===== config.mk =====
export PLATFORM = sky130hd
export DESIGN_NAME = conv_seq
export DESIGN_NICKNAME = d
export VERILOG_FILES = /design/src/rtl/conv_seq.sv
export SDC_FILE = /design/constraint.sdc
export NUM_CORES = 1
export LEC_CHECK = 0
export BUFFER_PORTS_ARGS = -buffer_cell sky130_fd_sc_hd__buf_2
export CORE_MARGIN = 2
export CORE_UTILIZATION = 45
export DETAILED_ROUTE_END_ITERATION = 7
export GPL_ROUTABILITY_DRIVEN = 0
export HOLD_SLACK_MARGIN = 0.12
export PLACE_DENSITY = 0.69
export SYNTH_ARGS = -nofsm -noshare
export SYNTH_HDL_FRONTEND = slang
export SYNTH_SLANG_ARGS = --single-unit

===== constraint.sdc =====
create_clock -name clk -period 2.7 [get_ports clk]
set_input_delay 0.405 -clock clk [delete_from_list [all_inputs] [get_ports clk]]
set_output_delay 0.405 -clock clk [all_outputs]
set_load 0.02 [all_outputs]

===== src/rtl/conv_seq.sv =====
`timescale 1ns/1ps
module conv_seq #(
  parameter int PRESCALE   = 1000,
  parameter int CONV_TICKS = 26,
  parameter int SLOT_TICKS = 125
) (
  input  logic        clk,
  input  logic        rst_n,
  input  logic [1:0]  rate_sel,
  input  logic        shutdown,
  input  logic        oneshot_wr,
  input  logic        ext_mode,
  input  logic [12:0] smp_data,
  input  logic        smp_valid,
  output logic        conv_start,
  output logic        conv_done,
  output logic [15:0] temp_reg,
  output logic        oneshot_rdy
);
  localparam int PW = (PRESCALE > 1) ? $clog2(PRESCALE) : 1;
  localparam int CW = $clog2(CONV_TICKS + 1);
  localparam int NW = $clog2(32 * SLOT_TICKS + 1);

  typedef enum logic [1:0] {S_BOOT, S_BUSY, S_WAIT, S_STOP} st_t;

  st_t          state, nxt;
  logic [PW-1:0] pre_cnt;
  logic [CW-1:0] conv_cnt;
  logic [NW-1:0] per_cnt, per_len;
  logic [1:0]    rate_q;
  logic [12:0]   hold_q, cap;
  logic          tick, conv_end, per_end, go;

  always_comb begin
    unique case (rate_q)
      2'b00:   per_len = NW'(32 * SLOT_TICKS);
      2'b01:   per_len = NW'(8 * SLOT_TICKS);
      2'b10:   per_len = NW'(2 * SLOT_TICKS);
      default: per_len = NW'(SLOT_TICKS);
    endcase
  end

  assign tick     = pre_cnt == PW'(PRESCALE - 1);
  assign conv_end = (state == S_BUSY) && tick && (conv_cnt == CW'(CONV_TICKS - 1));
  assign per_end  = (state == S_WAIT) && tick && (per_cnt == per_len - 1'b1);
  assign cap      = (smp_valid && state == S_BUSY) ? smp_data : hold_q;

  always_comb begin
    nxt = state;
    unique case (state)
      S_BOOT: nxt = S_BUSY;
      S_BUSY: if (conv_end) nxt = shutdown ? S_STOP : S_WAIT;
      S_WAIT: if ((shutdown && oneshot_wr) || (per_end && !shutdown)) nxt = S_BUSY;
              else if (per_end) nxt = S_STOP;
      S_STOP: if (!shutdown || oneshot_wr) nxt = S_BUSY;
    endcase
  end

  assign go          = (nxt == S_BUSY) && (state != S_BUSY);
  assign oneshot_rdy = (state == S_WAIT) || (state == S_STOP);

  always_ff @(posedge clk) begin
    if (!rst_n) begin
      state      <= S_BOOT;
      pre_cnt    <= '0;
      conv_cnt   <= '0;
      per_cnt    <= '0;
      rate_q     <= 2'b10;
      hold_q     <= '0;
      temp_reg   <= '0;
      conv_start <= 1'b0;
      conv_done  <= 1'b0;
    end else begin
      state      <= nxt;
      conv_start <= go;
      conv_done  <= conv_end;
      if (smp_valid && state == S_BUSY) hold_q <= smp_data;
      if (conv_end) temp_reg <= ext_mode ? {cap, 3'b001} : {cap[11:0], 4'h0};
      if (go) begin
        pre_cnt  <= '0;
        conv_cnt <= '0;
        per_cnt  <= '0;
        rate_q   <= rate_sel;
      end else if (state == S_BUSY || state == S_WAIT) begin
        pre_cnt <= tick ? '0 : pre_cnt + 1'b1;
        if (tick) begin
          per_cnt <= per_cnt + 1'b1;
          if (state == S_BUSY) conv_cnt <= conv_cnt + 1'b1;
        end
      end
    end
  end
endmodule


== Word-level counts from Yosys, hierarchy flattened ==
Cells that the tools add are included.

* Muxes and demuxes: 10
* Equal/unequal tests: 10
* Bitwise operators: 1
* Reduce and logical (&&, ||, !) cells: 18
* Add/sub/neg operators: 4

{| class="wikitable"
|+ Operators by type and width
! kind !! count
|-
| 12-bit case mux with 3 select lines || 1
|-
| 16-bit two-way mux || 1
|-
| 13-bit two-way mux || 1
|-
| 12-bit by 1-bit adder with 12-bit output (second input constant) || 1
|-
| 12-bit equality test || 1
|-
| 12-bit by 1-bit subtractor with 12-bit output (second input constant) || 1
|-
| 10-bit by 1-bit adder with 10-bit output (second input constant) || 1
|-
| 10-bit equality test (second input constant) || 1
|-
| 10-bit two-way mux || 1
|-
| 1-bit logical AND || 8
|-
| 2-bit two-way mux || 4
|-
| 2-bit case mux with 4 select lines || 1
|-
| 2-bit by 1-bit equality test with 1-bit output (second input constant) || 3
|-
| 2-bit equality test (second input constant) || 3
|-
| 5-bit by 1-bit adder with 5-bit output (second input constant) || 1
|-
| 5-bit equality test (second input constant) || 1
|-
| 2-bit zero test || 2
|-
| 1-bit logical OR || 4
|-
| 3-bit AND reduction || 1
|-
| 2-bit by 1-bit != test with 1-bit output (second input constant) || 1
|-
| 2-bit AND reduction || 1
|-
| 2-bit OR reduction || 1
|-
| 1-bit zero test || 1
|-
| 1-bit two-way mux || 1
|-
| 1-bit NOT || 1
|}

* Word-level logic and storage cells: 52
* Input bits: 21
* Flip-flop bits (word level): 62

== Depth between registers and ports, before layout ==
* Depth after elaboration: 12
* Gate-level depth with buffers: 12

== Worst setup path before layout ==
Ideal clock, no wire load.

* Path type: flip-flop to flip-flop
* Start: register pre_cnt[4]
* End: register rate_q[1]
* Library setup time: 0.120 ns
* Required time: 2.580 ns
* Stages on the path, launching flop included: 8
* Period minus slack after synthesis: 2.444 ns
* Path slack: 0.256 ns
* Data arrival time: 2.324 ns
* Cell sequence: dfxtp_1 > and4bb_2 > nand3_2 > or4_4 > nor4_4 > mux2i_2 > nor3_1 > a211o_1

* Word-level cells in the longest chain between the ends: 9
* Elaborated cells between the ends (all ways): 13
* Classes of those cells: eq/ne: 2; mux: 4; reduce/logical: 7

{| class="wikitable"
|+ RTL lines
! what !! line !! source
|-
| from (decl) || 27 || <nowiki>logic [PW-1:0] pre_cnt;</nowiki>
|-
| from (signal assigned) || 85 || <nowiki>pre_cnt <= tick ? '0 : pre_cnt + 1'b1;</nowiki>
|-
| 10-bit equality test (*) || 43 || <nowiki>assign tick = pre_cnt == PW'(PRESCALE - 1);</nowiki>
|-
| 1-bit logical AND (2 in a row) || 45 || <nowiki>assign per_end = (state == S_WAIT) && tick && (per_cnt == per_len - 1'b1);</nowiki>
|-
| 1-bit logical AND || 53 || <nowiki>S_WAIT: if ((shutdown && oneshot_wr) || (per_end && !shutdown)) nxt = S_BUSY;</nowiki>
|-
| 1-bit logical OR || 53 ||
|-
| 2-bit two-way mux || 53 ||
|-
| 2-bit case mux with 4 select lines (*) || 50 || <nowiki>unique case (state)</nowiki>
|-
| 2-bit by 1-bit equality test with 1-bit output (*) || 59 || <nowiki>assign go = (nxt == S_BUSY) && (state != S_BUSY);</nowiki>
|-
| 1-bit logical AND (*) || 59 ||
|-
| to (signal assigned) || 83 || <nowiki>rate_q <= rate_sel;</nowiki>
|-
| to (decl) || 30 || <nowiki>logic [1:0] rate_q;</nowiki>
|}

Every way passes the cells marked *; elsewhere a longest branch is shown, timed or not.
A chain may end at the register's enable or synchronous reset.

== Final worst setup path ==
* Start: register pre_cnt[4]
* End: register pre_cnt[5]

* Word-level cells in the longest chain between the ends: 10
* Elaborated cells between the ends (all ways): 16
* Classes of those cells: add/sub: 1; eq/ne: 2; mux: 5; reduce/logical: 8

{| class="wikitable"
|+ RTL lines
! what !! line
|-
| 10-bit equality test || 43
|-
| 1-bit logical AND (2 in a row) || 45
|-
| 1-bit logical AND || 53
|-
| 1-bit logical OR || 53
|-
| 2-bit two-way mux || 53
|-
| 2-bit case mux with 4 select lines || 50
|-
| 2-bit by 1-bit equality test with 1-bit output || 59
|-
| 1-bit logical AND || 59
|-
| 2-bit OR reduction (no line) || --
|}

Several ways; a longest one is shown, not always the timed one.

==> results.txt <==
hold_ws -> 0.268 ns
critical path arrival -> 2.79 ns
worst path cell trace -> and4bb_2 > nand3_2 > or4_4 > nor4_4 > mux2i_4 > buf_4 > o31ai_4 > nor2_1
TNS Setup -> 0 ns
full die area -> 0.00704 mm^2
Final Max Slew Viols -> 0
die height -> 83.9 um
Largest stage delay, worst path -> 0.56 ns
Final period util -> 95.5%
Starting Density -> 45.7%
Via Count -> 2,375
Sw Ratio -> 27.3%
DP Cell Count -> 436
cell taking the most area after synthesis -> dfxtp_1
1st-pass router iterations -> 4
ys flop type -> dfxtp_1
first-pass GRT wire length -> 9720 um
core area -> 0.00628 mm^2
layout cells sized above 1 -> 21.2%
Max Cap Viol -> 0
Startpoint Class -> flop
Hold Buf Count CTS -> 0
largest net degree at the start of global routing -> 31
library cells used by synthesis -> 46
total leakage power -> 1.43 nW
CP Data Required Time -> 2.91 ns
max reg flops -> 14
FF-to-FF End -> pre_cnt[5]$_SDFFE_PP0N_
DRT antenna net count -> 0
CP top delay family -> simple AND/OR/NAND/NOR gates
TritonCTS clock tree -> done
Crit path depth -> 8
ys async rst share -> 0%
initial antenna violation count -> 0
Detail Placement HPWL -> 4180 um
CP max stage cell -> or4_4
Fill cells -> 596
DRT iter0 DRCs -> 136
Final Util -> 53.3%
clock network power share -> 39.2%
Post-Synthesis Cell Area -> 0.00287 mm^2
post-synthesis sequential area ratio -> 41.8%
Final min period -> 2.58 ns
CTS buffer count -> 9
most frequent cells in the layout -> 60 x dfxtp_1, 52 x nor2_1, 47 x nand2_1, 37 x buf_2, 28 x mux2i_1
Post-route DRC -> 0
WL final -> 6040 um
port bufs -> 37
grt ovf -> 0
multi-input logic area -> 0.00157 mm^2
FF/Latch Area -> 0.00120 mm^2
final net count -> 401
Area Growth Syn to Fin -> 16.5%
Crit Path Class -> flop to flop
Worst Setup End Kind -> flop
vias in the first global route -> 2,163
switching pwr -> 0.504 mW
combinational fraction of design power -> 10.9%
DR WL/cell -> 13.3 um
setup repair after global routing missed its margin -> false
# diodes -> 0
top cells by area, synth -> dfxtp_1 42%, mux2i_1 9.8%, nor2_1 6.8%, nand2_1 6.1%, xor2_1 4.9%
Max Root-Sink Buffers -> 2
worst setup path startpoint -> pre_cnt[4]$_SDFFE_PP0N_
Clock Sinks -> 60
Ys Warns -> 0
Seq pwr share -> 50.0%
total track usage -> 17.4%
Post-synth EDFFs -> 0
Cells after Synth -> 328
Yosys reg bits -> 60
Clock Skew -> 0.0114 ns
DR vias/cell -> 5.23
R2R Path Start -> pre_cnt[4]$_SDFFE_PP0N_
Die W -> 83.9 um
Mean Syn Cell Area -> 8.75 um^2
H-tree levels -> 3
Clock Latency Late Sink -> 0.34 ns
Internal -> 1.34 mW
Final Hold Violating Endpoints -> 0
row cnt -> 29
Layout Cells excl Fill -> 454
CTS Root Cell -> clkbuf_8
Worst-path clk slew -> 0.07 ns
worst-case vdd ir drop -> 0.387 mV
crit path capture -> pre_cnt[5]$_SDFFE_PP0N_
share of the synthesized area in the top cell type -> 41.8%
worst r2r path cells -> 8
status -> finished clean
HP Class -> input port to flop
Power per Cell Area -> 553 mW/mm^2
Setup Viol. Count Final -> 0
commonest non-fill, non-tap cell in the layout -> dfxtp_1
I/O pin total -> 40
CP Buf/Inv Count -> 1
FMAX -> 388 MHz
Max Fanout on Critical Path -> 7
R2R Setup Slk -> 0.12 ns
==> Yosys cell counts, types with 4 or more instances <==
master and n:
dfxtp_1 60, nor2_1 52, nand2_1 47, mux2i_1 28
a21oi_1 19, xor2_1 16, nand4_1 11, xnor2_1 9
clkbuf_1 8, ha_1 8, nand3_1 7, inv_1 6
and3_1 4, buf_4 4
==> power by group through the flow <==
stage	sequential, mW	clock [mW]	combinational (mW)
final	0.923	0.724	0.201
after detailed placement	0.943	0	0.198
after floorplan	0.935	0	0.163
after global routing	0.926	0.781	0.220
after global placement	0.943	0	0.195
after CTS	0.923	0.748	0.199
==> worst min path at each step <==
| stage | slack [ns] | end | start | cells past startpoint |
|---|---|---|---|---|
| after floorplan | 0.45 | conv_done$_SDFF_PN0_ | conv_cnt[4]$_SDFFE_PP0P_ | 2 |
| after global placement | 0.44 | temp_reg[9]$_SDFFE_PN0P_ | temp_reg[9]$_SDFFE_PN0P_ | 2 |
| after detailed placement | 0.44 | temp_reg[12]$_SDFFE_PN0P_ | temp_reg[12]$_SDFFE_PN0P_ | 2 |
| after CTS | 0.25 | rate_q[1]$_SDFFE_PN1P_ | rate_sel[1] | 2 |
| after global routing | 0.26 | rate_q[1]$_SDFFE_PN1P_ | rate_sel[1] | 2 |
| final | 0.27 | rate_q[1]$_SDFFE_PN1P_ | rate_sel[1] | 2 |
==> per-layer routing <==
metal	track usage [%]	share of wire [%]	up-vias	wire length, um
met5	0	0	-	0
met4	8.94	1.9	0	116
met3	5.24	5.2	10	317
met2	27.3	45	76	2750
met1	21.5	47	1092	2860
li1	-	-	1197	-
==> final cells by class <==
class	count	area share [%]
Clock buffer	10	4.12
Clock inverter	6	1.16
Inverter	6	0.673
Multi-Input combinational cell	245	46.8
Sequential cell	60	35.9
Tap cell	77	2.88
Timing Repair Buffer	50	8.45
==> cell families after synthesis <==
logic type / share of synthesized area [%]
and+or+nand+nor: 25.0
DFF: 41.8
AOI/OAI and AO/OA: 7.45
muxes: 10.2
xor gates and xnor gates: 7.63
buffers and inverters: 4.23
adders and majority gates: 3.49
other: 0.131
==> what timing repair did <==
action / 4_1_cts / 5_1_grt
gates resized for setup: 0 / 2
buffers inserted: 0 / 2
setup endpoints to repair: 0 / 9
==> per-stage QoR <==
| stage | instance area, um^2 | power [mW] | setup slack, ns |
|---|---|---|---|
| 2_1_floorplan | 2880 | 1.10 | 0.256 |
| 3_3_place_gp | 3140 | 1.14 | 0.149 |
| 3_5_place_dp | 3140 | 1.14 | 0.0687 |
| 4_1_cts | 3320 | 1.87 | 0.0573 |
| 5_1_grt | 3340 | 1.93 | 0.0239 |
| 6_report | 3340 | 1.85 | 0.121 |
Power figures use the tool's default switching activity.
